`src/rtl/slt_pkg.sv`:
```
package slt_pkg;
  typedef enum logic {
    DRV_PUSH_PULL  = 1'b0,
    DRV_OPEN_DRAIN = 1'b1
  } drive_mode_e;

  // start bit + stop bit added to the payload
  localparam int FRAME_OVERHEAD = 2;
endpackage

```
`src/rtl/slt_baud_timer.sv`:
```
module slt_baud_timer #(
  parameter int DIV_W = 16
) (
  input  logic             clk,
  input  logic             rst_n,
  input  logic             load,
  input  logic [DIV_W-1:0] div_in,
  input  logic             run,
  output logic             tick
);
  logic [DIV_W-1:0] reload_q;
  logic [DIV_W-1:0] cnt_q;
  logic [DIV_W-1:0] reload_d;

  always_comb begin
    reload_d = (div_in == '0) ? '0 : div_in - 1'b1;
  end

  assign tick = run && (cnt_q == '0);

  always_ff @(posedge clk) begin
    if (!rst_n) begin
      reload_q <= '0;
      cnt_q    <= '0;
    end else if (load) begin
      reload_q <= reload_d;
      cnt_q    <= reload_d;
    end else if (tick) begin
      cnt_q <= reload_q;
    end else if (run) begin
      cnt_q <= cnt_q - 1'b1;
    end
  end
endmodule

```
`src/rtl/slt_frame_shifter.sv`:
```
module slt_frame_shifter
  import slt_pkg::*;
#(
  parameter int DATA_W = 8
) (
  input  logic              clk,
  input  logic              rst_n,
  input  logic              load,
  input  logic [DATA_W-1:0] data_in,
  input  logic              tick,
  output logic              busy,
  output logic              line_bit,
  output logic              done
);
  localparam int FRAME_W = DATA_W + FRAME_OVERHEAD;
  localparam int IDX_W   = $clog2(FRAME_W + 1);
  localparam logic [IDX_W-1:0] LAST_IDX = IDX_W'(FRAME_W - 1);

  logic [FRAME_W-1:0] shreg_q;
  logic [IDX_W-1:0]   idx_q;
  logic               busy_q;

  assign busy     = busy_q;
  assign line_bit = busy_q ? shreg_q[0] : 1'b1;
  assign done     = busy_q && tick && (idx_q == LAST_IDX);

  always_ff @(posedge clk) begin
    if (!rst_n) begin
      shreg_q <= '1;
      idx_q   <= '0;
      busy_q  <= 1'b0;
    end else if (load) begin
      shreg_q <= {1'b1, data_in, 1'b0};
      idx_q   <= '0;
      busy_q  <= 1'b1;
    end else if (done) begin
      shreg_q <= '1;
      idx_q   <= '0;
      busy_q  <= 1'b0;
    end else if (busy_q && tick) begin
      shreg_q <= {1'b1, shreg_q[FRAME_W-1:1]};
      idx_q   <= idx_q + 1'b1;
    end
  end
endmodule

```
`src/rtl/slt_drive_ctrl.sv`:
```
module slt_drive_ctrl
  import slt_pkg::*;
(
  input  logic        clk,
  input  logic        rst_n,
  input  logic        accept,
  input  logic        last_in,
  input  logic        char_done,
  input  drive_mode_e mode_req,
  input  logic        line_bit,
  output logic        tx_out,
  output logic        tx_oe,
  output drive_mode_e mode
);
  logic        win_q;
  logic        last_q;
  drive_mode_e mode_q;

  assign mode = mode_q;

  always_ff @(posedge clk) begin
    if (!rst_n) begin
      win_q  <= 1'b0;
      last_q <= 1'b0;
      mode_q <= DRV_PUSH_PULL;
    end else begin
      if (accept) begin
        win_q  <= 1'b1;
        last_q <= last_in;
        if (!win_q) mode_q <= mode_req;
      end else if (char_done && last_q) begin
        win_q <= 1'b0;
      end
    end
  end

  always_comb begin
    if (!win_q) begin
      tx_oe  = 1'b0;
      tx_out = 1'b1;
    end else if (mode_q == DRV_OPEN_DRAIN) begin
      tx_oe  = ~line_bit;
      tx_out = 1'b0;
    end else begin
      tx_oe  = 1'b1;
      tx_out = line_bit;
    end
  end
endmodule

```
`src/rtl/shared_line_tx.sv`:
```
module shared_line_tx
  import slt_pkg::*;
#(
  parameter int DATA_W = 8,
  parameter int DIV_W  = 16,
  parameter int MASK_W = 32
) (
  input  logic              clk,
  input  logic              rst_n,
  input  logic [DIV_W-1:0]  clks_per_bit,
  input  logic [MASK_W-1:0] sel_mask_a,
  input  logic [MASK_W-1:0] sel_mask_b,
  input  logic              s_valid,
  output logic              s_ready,
  input  logic [DATA_W-1:0] s_data,
  input  logic              s_last,
  output logic              tx_out,
  output logic              tx_oe
);
  logic        busy;
  logic        tick;
  logic        line_bit;
  logic        char_done;
  logic        accept;
  drive_mode_e mode_req;
  drive_mode_e od_mode;

  assign s_ready  = ~busy;
  assign accept   = s_valid && s_ready;
  assign mode_req = ((|sel_mask_a) || (|sel_mask_b)) ? DRV_OPEN_DRAIN : DRV_PUSH_PULL;

  slt_baud_timer #(.DIV_W(DIV_W)) u_baud (
    .clk    (clk),
    .rst_n  (rst_n),
    .load   (accept),
    .div_in (clks_per_bit),
    .run    (busy),
    .tick   (tick)
  );

  slt_frame_shifter #(.DATA_W(DATA_W)) u_shift (
    .clk      (clk),
    .rst_n    (rst_n),
    .load     (accept),
    .data_in  (s_data),
    .tick     (tick),
    .busy     (busy),
    .line_bit (line_bit),
    .done     (char_done)
  );

  slt_drive_ctrl u_drive (
    .clk       (clk),
    .rst_n     (rst_n),
    .accept    (accept),
    .last_in   (s_last),
    .char_done (char_done),
    .mode_req  (mode_req),
    .line_bit  (line_bit),
    .tx_out    (tx_out),
    .tx_oe     (tx_oe),
    .mode      (od_mode)
  );
endmodule

```
`config.mk`:
```
export PLATFORM = sky130hd
export DESIGN_NAME = shared_line_tx
export DESIGN_NICKNAME = d
export VERILOG_FILES = /design/src/rtl/slt_pkg.sv /design/src/rtl/slt_baud_timer.sv /design/src/rtl/slt_frame_shifter.sv /design/src/rtl/slt_drive_ctrl.sv /design/src/rtl/shared_line_tx.sv
export SDC_FILE = /design/constraint.sdc
export NUM_CORES = 1
export LEC_CHECK = 0
export BUFFER_PORTS_ARGS = -buffer_cell sky130_fd_sc_hd__buf_2
export CORE_ASPECT_RATIO = 1.1
export CORE_MARGIN = 3
export CORE_UTILIZATION = 55
export DETAILED_ROUTE_END_ITERATION = 8
export HOLD_SLACK_MARGIN = 0.12
export PLACE_DENSITY = 0.86
export RECOVER_POWER = 25
export SYNTH_ARGS = -nofsm -noshare
export SYNTH_HDL_FRONTEND = slang
export SYNTH_SLANG_ARGS = --single-unit
```
`constraint.sdc`:
```
create_clock -name clk -period 5.45 [get_ports clk]
set_input_delay 0.8175 -clock clk [delete_from_list [all_inputs] [get_ports clk]]
set_output_delay 0.8175 -clock clk [all_outputs]
set_load 0.005 [all_outputs]
```
# After elaboration in Yosys (flattened, before gate mapping)
# Index checks and enable logic that the tools add are counted.
# Widths: inputs -> output; s select.
[op_classes]
addsub = 3
eq_ne = 1
mux = 17
n_bitwise = 4
n_reduce_logical = 16
[ops]
columns = ["op", "n"]
rows = [
  ["$mux 16", 4],
  ["$reduce_or 32->1", 2],
  ["$logic_not 16->1", 2],
  ["$sub 16x1->16 const B", 2],
  ["$mux 9", 3],
  ["$mux 1", 10],
  ["$reduce_bool 3->1", 2],
  ["$logic_and 1x1->1", 5],
  ["$add 4x1->4 const B", 1],
  ["$eq 4x4->1 const B", 1],
  ["$not 1->1", 4],
  ["$reduce_bool 2->1", 2],
  ["$reduce_or 3->1", 1],
  ["$reduce_and 2->1", 1],
  ["$logic_or 1x1->1", 1],
]
[word_totals]
register_bits = 49
input_bits = 92
out_inout_bits = 3
elab_cells = 49

# Longest topological paths before layout
# Gate-level depths: netlist of the first run.
[depth]
ltp_word = 7
depth_mapped = 9
depth_no_buf = 7

# Modules after synthesis
# Synthesis of the first run repeated with hierarchy kept, for this count alone.
[unflattened]
hier_cells = 375
hier_area_um2 = 2984.1
[modules_own_cells]
columns = ["mod", "instances", "cells_per_inst", "area_each_um2"]
rows = [
  ["slt_baud_timer", 1, 255, 2047.0],
  ["slt_frame_shifter", 1, 82, 649.4],
  ["shared_line_tx", 1, 23, 148.9],
  ["slt_drive_ctrl", 1, 15, 138.9],
]

# Worst setup path after synthesis of the first run
# No wires, ideal clock.
[synth_path]
path_type = "in2reg"
from = "input port clks_per_bit[8]"
to = "register u_baud.reload_q[2]"
arrival_ns = 2.332
t_required_ns = 5.322
path_slack_ns = 2.990
stages = 6
path_buffers = 1
cell_sequence = "nor4_1 nand4_1 o31a_1 clkbuf_1 a22oi_1 nor2_1"
[synth_between]
elab_chain_cells = 2
[synth_rtl]
columns = ["element", "line", "rtl"]
rows = [
  ["start: declaration", "shared_line_tx.sv:10", "input logic [DIV_W-1:0] clks_per_bit,"],
  ["$logic_not 16->1", "slt_baud_timer.sv:16", "reload_d = (div_in == '0) ? '0 : div_in - 1'b1;"],
  ["$mux 16", "slt_baud_timer.sv:16", ""],
  ["end signal: assignment", "slt_baud_timer.sv:26", "reload_q <= reload_d;"],
  ["end: declaration", "slt_baud_timer.sv:11", "logic [DIV_W-1:0] reload_q;"],
]
# Every way passes these cells.
# A chain may end at the register's enable or synchronous reset.

# Final worst setup path of the first run
[layout_path]
from = "register u_shift.busy_q, in the netlist u_shift.busy"
to = "register u_shift.idx_q[2]"
[layout_between]
elab_chain_cells = 4
[layout_rtl]
columns = ["element", "line", "rtl"]
rows = [
  ["start: declaration", "slt_frame_shifter.sv:21", "logic busy_q;"],
  ["start signal: assignment", "slt_frame_shifter.sv:31", "busy_q <= 1'b0;"],
  ["start signal: assignment", "slt_frame_shifter.sv:35", "busy_q <= 1'b1;"],
  ["start signal: assignment", "slt_frame_shifter.sv:39", "busy_q <= 1'b0;"],
  ["$logic_and 1x1->1", "slt_baud_timer.sv:19", "assign tick = run && (cnt_q == '0);"],
  ["$logic_and 1x1->1", "slt_frame_shifter.sv:25, slt_frame_shifter.sv:40", ""],
  ["$logic_and 1x1->1", "slt_frame_shifter.sv:25", "assign done = busy_q && tick && (idx_q == LAST_IDX);"],
  ["$reduce_or 3->1 (no source line)", "--", ""],
  ["end signal: assignment", "slt_frame_shifter.sv:42", "idx_q <= idx_q + 1'b1;"],
  ["end: declaration", "slt_frame_shifter.sv:20", "logic [IDX_W-1:0] idx_q;"],
]
# Several ways; a longest one is shown, not always the timed one.

==> results of run 1 <==
[stage by stage]
stage / hold WS (ns) / power (mW) / setup WS (ns) / cells / area [um^2]
after CTS: 0.458 / 0.857 / 2.58 / 514 / 3450
after floorplan: 0.433 / 0.573 / 2.99 / 374 / 2900
final: 0.459 / 0.855 / 1.87 / 514 / 3430
after global routing: 0.479 / 0.901 / 1.49 / 514 / 3430
after detailed placement: 0.446 / 0.650 / 2.43 / 506 / 3360
after global placement: 0.444 / 0.645 / 2.58 / 506 / 3360
[cells by family after synthesis]
logic type / after synthesis / synth area share (%)
fa+ha+maj: 5 / 2.16
buf+inv: 31 / 4.44
compound gates: 105 / 23.0
mux: 3 / 1.03
flops: 49 / 33.8
simple gates: 165 / 30.8
xor+xnor: 16 / 4.83
[flip-flops by register name (all words and copies together) (netlist names)]
register,flops
u_drive.mode,1
u_shift.busy,1
u_baud.reload_q,16
u_shift.shreg_q,9
u_drive.last_q,1
u_drive.win_q,1
u_baud.cnt_q,16
u_shift.idx_q,4
[per-layer routing]
| metal | part of all wire, % | routed length, um | track usage, % |
|---|---|---|---|
| met1 | 42 | 3430 | 32.2 |
| met2 | 47 | 3880 | 47.3 |
| met3 | 9.8 | 809 | 4.24 |
| met4 | 1.8 | 150 | 7.69 |
| met5 | 0 | 0 | 0 |
[area by class of cell]
cell class                 count  share of cell area [%]
clock buffer                   6                    2.12
timing repair buffer          95                    13.8
multi-input combinational    294                    51.9
clock inverter                 2                   0.401
sequential                    49                    28.6
tap                           58                    2.12
inverter                      10                    1.09
[cell usage in the layout (no fill, tap or decap), types with 6 or more instances in the layout]
cell and count:
buf_2 90, dfxtp_1 49, nand2_1 35, a21oi_1 34
nand3_1 29, nor4_1 28, nor2_1 18, nor3_1 14
o21ai_0 14, inv_1 10, nand4_1 10, o21ai_1 10
xnor2_1 8, xor2_1 8, or3_1 6, a31oi_1 6
[power by group through the flow]
stage	registers (mW)	logic [mW]	clock network (mW)
6_report	0.418	0.228	0.209
5_1_grt	0.422	0.254	0.225
4_1_cts	0.417	0.227	0.213
3_5_place_dp	0.426	0.224	0
3_3_place_gp	0.424	0.220	0
2_1_floorplan	0.414	0.160	0
[synthesized netlist by cell type (all sizes together), types with 5 or more instances]
master / n / share of area, %
ha: 5 / 2.2
or4: 5 / 1.4
dfxtp: 49 / 34
nor3: 15 / 3.0
o21ai: 24 / 4.1
nand3: 29 / 5.0
nand4: 10 / 2.2
nand2: 36 / 4.7
xor2: 8 / 2.4
nand2b: 5 / 1.1
a21oi: 34 / 5.9
o211ai: 5 / 1.3
or3: 6 / 1.3
clkbuf: 14 / 1.8
buf: 7 / 1.3
inv: 10 / 1.3
nor4: 28 / 6.0
a31oi: 6 / 1.3
nor2: 18 / 2.3
xnor2: 8 / 2.4
a22oi: 5 / 1.3
[worst register-to-register path: stages, from the launching register on]
cell and delay (ns):
dfxtp_1 0.84, or3b_1 0.45, nor4b_1 0.91, nand2_2 0.56, or4_1 0.62, a21oi_1 0.14
[path summary, 6_finish.rpt]
check	slack, ns	cells past startpoint	start	end
min reg2reg	0.46	2	u_baud.reload_q[1]$_SDFFE_PN0P_	u_baud.reload_q[1]$_SDFFE_PN0P_
min	0.46	2	u_baud.reload_q[1]$_SDFFE_PN0P_	u_baud.reload_q[1]$_SDFFE_PN0P_
max reg2reg	1.87	5	u_shift.busy$_SDFFE_PN0P_	u_shift.idx_q[2]$_SDFFE_PP0P_
max	1.87	5	u_shift.busy$_SDFFE_PN0P_	u_shift.idx_q[2]$_SDFFE_PP0P_
==> qor.csv, run 1 <==
stage;metric;value;unit
synth;library cells used by synthesis;53;
clock_network;H-tree depth;2;
critical_path;crit path max fanout;26;
critical_path;WP buf/inv;0;
placed_design;DP Wirelength;6160;um
synth;Async SR Flop Fraction;0;%
power;maximum VDD drop;0.152;mV
floorplanning;Initial Utilization;57.3;%
timing;final hold violation count;0;
route;Vias/cell;6.24;
critical_path;CP Launch Type;register;
power;Clk pwr share;24.4;%
floorplanning;number of top-level pins;95;
critical_path;worst endpoint required time;5.69;ns
clock_network;setup bufs post-CTS;0;
outcome;outcome;completed;
timing;final setup fails;0;
timing;Slew Limit Fails;0;
synth;flop and latch count out of synthesis;49;
power;sw frac;32.6;%
synth;Post-synth EDFFs;0;
cells_and_area;Final nets;552;
route;routed wire length;8270;um
global_routing;global-route wire length before repair;12600;um
synth;sequential area share after synthesis;33.8;%
synth;Syn Std Cell Area;2900;um^2
route;wire length per cell;16.1;um
power;Reg power frac;48.9;%
synth;Net Count, Synth;471;
power;leakage power;1.37;nW
synth;Synth Warn #;0;
cells_and_area;Reg area;981;um^2
critical_path;Crit path largest cell delay;0.91;ns
synth;top_reg_cell synth;dfxtp_1;
timing;setup_tns;0;ns
global_routing;Total GRT Usage;26.4;%
route;Routed Antenna Nets;0;
power;power share of the combinational group;26.7;%
clock_network;CTS tree;done;
clock_network;Reg clk slew, reported paths;0.09;ns
global_routing;initial antenna violation count;0;
floorplanning;Die H;82.2;um
route;first-pass iteration count of the detailed router;6;
critical_path;CP endpoint kind;register;
timing;worst-margin pin slew;1.24;ns
timing;RSZ-0062 raised after global routing;no;
critical_path;slowest CP cell;nor4b_1;
route;Residual DRC;0;
worst_hold_path;Worst Hold Class;register to register;
critical_path;critical path class;register to register;
clock_network;Max clock buf depth;2;
timing;Fmax achieved;0.280;GHz
clock_network;worst skew pair latency;0.30;ns
timing;Layout Skew;0.00850;ns
critical_path;CP Data Arrival Time;3.82;ns
synth;Synth Area per Inst;7.76;um^2
clock_network;CTS Buf Count;5;
timing;worst rel slew slack;16.3;%
clock_network;PostCTS Resize Cnt;0;
synth;post-synthesis instance total;374;
power;Pint;0.576;mW
power;Sw Pwr;0.279;mW
timing;Final min period;3.58;ns
cells_and_area;Multi-input gate area;1780;um^2
placed_design;# port buffers;94;
flow_run;maxcap violations;0;
floorplanning;Core Area;5070;um^2
placed_design;GP Congestion;0.927;
floorplanning;Std-Cell Rows;27;
route;drt first-iter violations;280;
power;pwr/cell area;249;nW/um^2
critical_path;CP delay by family, top;simple AND/OR/NAND/NOR gates;
clock_network;CTS sink count;49;
clock_network;CTS hold repair buffers;0;
cells_and_area;diode count;0;
cells_and_area;share of layout cells above drive strength 1;22.4;%
floorplanning;die width;75.3;um
critical_path;critical path cell sequence;or3b_1 > nor4b_1 > nand2_2 > or4_1 > a21oi_1;
cells_and_area;P&R area growth vs syn;18.1;%
cells_and_area;Util after Layout;67.7;%
route;via count;3205;
global_routing;vias in the first global route;2791;
global_routing;gr ovfl total;0;
global_routing;largest net degree at the start of global routing;39;
clock_network;clk root buf;clkbuf_8;
floorplanning;Die ar.;6190;um^2
timing;final critical-path share of the clock period;65.6;%
cells_and_area;number of fill cells;432;
Power figures use the tool's default switching activity.
==> inputs of run 2 (changes only) <==
Settings changed: CORE_UTILIZATION 55 to 51, PLACE_DENSITY 0.86 to 0.8.
Clock period 5.45 ns to 3.7 ns, I/O delays scaled along.
==> qor.csv, run 2 (synthesis gave the netlist of run 1 again) <==
stage;metric;value;unit;change
outcome;outcome;completed;;
floorplanning;Die H;85.1;um;+3.6%
critical_path;crit path max fanout;25;;-3.8%
timing;final setup fails;0;;unchanged
placed_design;# port buffers;94;;unchanged
route;via count;3264;;+1.8%
global_routing;largest net degree at the start of global routing;26;;-33%
route;drt first-iter violations;197;;-30%
flow_run;maxcap violations;0;;unchanged
clock_network;clk root buf;clkbuf_8;;
critical_path;CP Launch Type;register;;
cells_and_area;Util after Layout;64.2;%;-3.5 points
global_routing;vias in the first global route;2956;;+5.9%
timing;final critical-path share of the clock period;76.9;%;+11 points
clock_network;setup bufs post-CTS;0;;unchanged
clock_network;Max clock buf depth;2;;unchanged
power;pwr/cell area;363;nW/um^2;+46%
timing;Slew Limit Fails;0;;unchanged
route;Vias/cell;6.10;;-2.2%
cells_and_area;Final nets;556;;+0.72%
worst_hold_path;Worst Hold Class;register to register;;
critical_path;CP Data Arrival Time;3.06;ns;-0.76 ns
cells_and_area;diode count;0;;unchanged
timing;Layout Skew;0.00547;ns;-0.00304 ns
clock_network;Reg clk slew, reported paths;0.08;ns;about the same
clock_network;H-tree depth;2;;unchanged
route;first-pass iteration count of the detailed router;5;;-1
global_routing;initial antenna violation count;0;;unchanged
cells_and_area;share of layout cells above drive strength 1;23.0;%;+0.68 points
route;routed wire length;8410;um;+1.6%
cells_and_area;number of fill cells;468;;+8.3%
floorplanning;Die ar.;6630;um^2;+7.2%
clock_network;PostCTS Resize Cnt;0;;unchanged
clock_network;CTS hold repair buffers;0;;unchanged
cells_and_area;highest-count cells in the layout ignoring fill and taps;91 x buf_2, 49 x dfxtp_1, 35 x nand2_1, 34 x a21oi_1, 29 x nand3_1;;
timing;RSZ-0062 raised after global routing;no;;
clock_network;worst skew pair latency;0.30;ns;about the same
placed_design;DP Wirelength;6310;um;+2.4%
timing;Fmax achieved;0.351;GHz;+26%
critical_path;worst endpoint required time;3.92;ns;-1.77 ns
timing;Final min period;2.85;ns;-0.731 ns
worst_hold_path;hold depth;2;;unchanged
clock_network;CTS tree;done;;
floorplanning;Std-Cell Rows;28;;+3.7%
cells_and_area;P&R area growth vs syn;20.0;%;
global_routing;global-route wire length before repair;13700;um;+8.2%
timing;worst rel slew slack;25.3;%;+8.9 points
cells_and_area;Top Registers;u_baud.cnt_q (16), u_baud.reload_q (16), u_shift.shreg_q (9);;
power;leakage power;1.39;nW;+1.5%
clock_network;CTS Buf Count;5;;unchanged
floorplanning;number of top-level pins;95;;unchanged
timing;setup_tns;0;ns;unchanged
route;wire length per cell;15.7;um;-2.4%
placed_design;GP Congestion;0.937;;+1.1%
critical_path;reg2reg path depth;6;;+1
critical_path;critical path class;register to register;;
route;Residual DRC;0;;unchanged
timing;worst-margin pin slew;1.11;ns;-0.133 ns
cells_and_area;most common cell after layout, fill and taps aside;buf_2;;
power;maximum VDD drop;0.184;mV;+21%
floorplanning;die width;77.9;um;+3.5%
floorplanning;Core Area;5430;um^2;+7.2%
route;Routed Antenna Nets;0;;unchanged
global_routing;gr ovfl total;0;;unchanged
timing;final hold violation count;0;;unchanged
critical_path;CP endpoint kind;register;;
floorplanning;Initial Utilization;53.5;%;-3.8 points
global_routing;Total GRT Usage;24.8;%;-1.5 points
clock_network;CTS sink count;49;;unchanged
==> run 2: cell count changes in the layout (fill, tap and decap cells not counted), sizes merged <==
cell,before,now
buf,91,94
clkbuf,10,11
clkinv,1,2
inv,11,10
==> run 2: area by class of cell <==
type	instances	area (um^2)	share of cell area, %
Multi-Input combinational cell	294	1790	51.5
Sequential cell	49	981	28.2
Timing Repair Buffer	99	497	14.3
Tap cell	75	93.8	2.69
Clock buffer	6	72.6	2.08
Inverter	10	37.5	1.08
Clock inverter	2	10.0	0.287
==> run 2: through the flow <==
stage          power, mW  std cells  area (um^2)  worst slack (ns)  hold WS [ns]
2_1_floorplan      0.844        374         2900              1.50         0.433
3_3_place_gp       0.958        527         3410              1.14         0.443
4_1_cts             1.26        535         3500              1.16         0.462
5_1_grt             1.33        535         3480             0.641         0.477
6_report            1.27        535         3480             0.855         0.459
3_5_place_dp       0.965        527         3410              1.11         0.450
==> run 2: final timing paths <==
check                                                        end  slack (ns)                              from
worst min register to register  u_baud.reload_q[10]$_SDFFE_PN0P_        0.46  u_baud.reload_q[10]$_SDFFE_PN0P_
worst max-delay path               u_shift.idx_q[3]$_SDFFE_PP0P_        0.85         u_shift.busy$_SDFFE_PN0P_
worst max register to register     u_shift.idx_q[3]$_SDFFE_PP0P_        0.85         u_shift.busy$_SDFFE_PN0P_
worst min-delay path            u_baud.reload_q[10]$_SDFFE_PN0P_        0.46  u_baud.reload_q[10]$_SDFFE_PN0P_
==> run 2: report_power, final <==
group / switching (mW) / total (mW) / internal [mW]
logic: 0.200 / 0.349 / 0.149
clock network: 0.175 / 0.306 / 0.131
registers: 0.0402 / 0.610 / 0.569
==> run 2: metal layers <==
layer	global-route usage, %	routed length [um]	part of all wire, %
met5	0	0	0
met4	7.79	180	2.1
met3	5.31	741	8.8
met2	43.8	4020	48
met1	30.1	3460	41
==> run 2: worst max-delay path: stages (launching register included) <==
cell and delay, ns:
dfxtp_1 0.34, clkbuf_1 0.81, inv_1 0.37, nand2_1 0.54
buf_4 0.32, nand2_1 0.14, a311oi_1 0.22
==> inputs of run 3 (changes only) <==
Settings changed: CORE_UTILIZATION 51 to 46, PLACE_DENSITY 0.8 to 0.77.
Clock period 3.7 ns to 2.4 ns, I/O delays scaled along.
==> qor.csv, run 3 (synthesis gave the netlist of run 1 again) <==
stage;metric;value;unit;change
power;leakage power;1.47;nW;+5.9%
cells_and_area;diode count;0;;unchanged
critical_path;critical path cell sequence;or4_1 > nor3_4 > and2_1 > buf_4 > nor3_1 > o21ai_1;;
cells_and_area;most common cell after layout, fill and taps aside;buf_2;;
timing;final setup fails;0;;unchanged
cells_and_area;final instance area;3620;um^2;+4.0%
power;pwr/cell area;588;nW/um^2;+62%
clock_network;CTS tree;done;;
global_routing;Total GRT Usage;23.5;%;-1.3 points
clock_network;PostCTS Resize Cnt;0;;unchanged
critical_path;crit path max fanout;10;;-60%
timing;Final min period;2.23;ns;-0.615 ns
global_routing;initial antenna violation count;0;;unchanged
critical_path;CP Data Arrival Time;2.47;ns;-0.59 ns
clock_network;Max clock buf depth;2;;unchanged
global_routing;global-route wire length before repair;13400;um;-1.9%
placed_design;# port buffers;94;;unchanged
clock_network;Reg clk slew, reported paths;0.09;ns;about the same
power;maximum VDD drop;0.305;mV;+65%
floorplanning;Die H;89.3;um;+4.9%
placed_design;GP Congestion;0.916;;-2.2%
timing;Layout Skew;0.00344;ns;-0.00202 ns
floorplanning;die width;81.7;um;+4.9%
floorplanning;number of top-level pins;95;;unchanged
floorplanning;Die ar.;7300;um^2;+10%
clock_network;CTS Buf Count;5;;unchanged
global_routing;largest net degree at the start of global routing;19;;-27%
flow_run;maxcap violations;0;;unchanged
clock_network;clk root buf;clkbuf_8;;
floorplanning;Core Area;5950;um^2;+9.6%
route;Vias/cell;6.04;;-1.0%
placed_design;DP Wirelength;6700;um;+6.2%
critical_path;slowest CP cell;or4_1;;
floorplanning;Initial Utilization;48.8;%;-4.7 points
timing;Slew Limit Fails;0;;unchanged
cells_and_area;Top Registers;u_baud.cnt_q (16), u_baud.reload_q (16), u_shift.shreg_q (9);;
critical_path;CP endpoint kind;register;;
clock_network;CTS hold repair buffers;0;;unchanged
timing;final critical-path share of the clock period;92.9;%;+16 points
cells_and_area;P&R area growth vs syn;24.9;%;
route;routed wire length;8650;um;+2.9%
clock_network;CTS sink count;49;;unchanged
critical_path;critical path class;register to register;;
placed_design;Placement Cell Area;3530;um^2;+3.4%
worst_hold_path;Worst Hold Class;input pin to register;;
route;drt first-iter violations;274;;+39%
clock_network;setup bufs post-CTS;0;;unchanged
clock_network;worst skew pair latency;0.31;ns;about the same
route;wire length per cell;15.7;um;-0.28%
critical_path;CP Launch Type;register;;
clock_network;H-tree depth;2;;unchanged
critical_path;worst endpoint required time;2.64;ns;-1.28 ns
route;via count;3333;;+2.1%
timing;Fmax achieved;0.448;GHz;+28%
critical_path;Crit path largest cell delay;0.66;ns;-0.15 ns
global_routing;vias in the first global route;2981;;+0.85%
timing;worst rel slew slack;45.8;%;+21 points
timing;Hold WS;0.269;ns;-0.190 ns
global_routing;gr ovfl total;0;;unchanged
floorplanning;Std-Cell Rows;29;;+3.6%
timing;worst-margin pin slew;0.810;ns;-0.300 ns
route;Routed Antenna Nets;0;;unchanged
cells_and_area;highest-count cells in the layout ignoring fill and taps;91 x buf_2, 49 x dfxtp_1, 35 x nand2_1, 34 x a21oi_1, 29 x nand3_1;;
cells_and_area;share of layout cells above drive strength 1;25.3;%;+2.2 points
route;first-pass iteration count of the detailed router;5;;unchanged
timing;setup_tns;0;ns;unchanged
timing;RSZ-0062 raised after global routing;no;;
outcome;outcome;completed;;
cells_and_area;Final nets;571;;+2.7%
timing;final hold violation count;0;;unchanged
route;Residual DRC;0;;unchanged
## run 3: cell types whose count changed in the layout (fill, tap and decap cells not counted), sizes merged
cell and delta:
buf +12, bufinv +1, clkbuf +4, clkinv -2
## run 3: worst max-delay path, delay by kind of cell (launching register included)
family,cells,cell delay [ns]
compound gates,1,0.14
buf+inv,1,0.24
simple gates,4,1.42
flops,1,0.37
## run 3: power by group
group	internal, mW	switching, mW
Combinational	0.253	0.313
Sequential	0.878	0.0658
Clock	0.340	0.281
## run 3: per-layer routing
layer  GRT usage (%)  wire length [um]  part of all wire [%]
met1            27.8              3410                    39
met2            42.6              4170                    48
met3            2.52               840                   9.7
met4            10.4               221                   2.6
met5               0                 0                     0
## run 3: final cells by class
type	instances	area (um^2)
inverter	10	37.5
clock buffer	7	86.3
sequential	49	981
tap	77	96.3
clock inverter	1	30.0
multi-input combinational	294	1790
fill	551	2330
timing repair buffer	114	601
## run 3: stage by stage
| stage | setup WS [ns] | utilization [%] | power, mW | std cells |
|---|---|---|---|---|
| after floorplan | 0.396 | - | 1.30 | 374 |
| after detailed placement | 0.241 | 59.3 | 1.52 | 544 |
| final | 0.170 | 60.9 | 2.13 | 552 |
| after global routing | 0.0223 | 60.9 | 2.24 | 552 |
| after global placement | 0.313 | 59.3 | 1.51 | 544 |
| after CTS | 0.209 | 61.2 | 2.13 | 552 |
## run 3: worst paths after layout
path,start,end,slack [ns],cells after the start
setup / recovery,u_baud.cnt_q[7]$_SDFFE_PN0P_,u_shift.shreg_q[8]$_SDFFE_PN1P_,0.17,6
hold reg to reg,u_baud.reload_q[5]$_SDFFE_PN0P_,u_baud.reload_q[5]$_SDFFE_PN0P_,0.46,2
hold / removal,s_data[1],u_shift.shreg_q[2]$_SDFFE_PN1P_,0.27,3
setup reg to reg,u_baud.cnt_q[7]$_SDFFE_PN0P_,u_shift.shreg_q[8]$_SDFFE_PN1P_,0.17,6
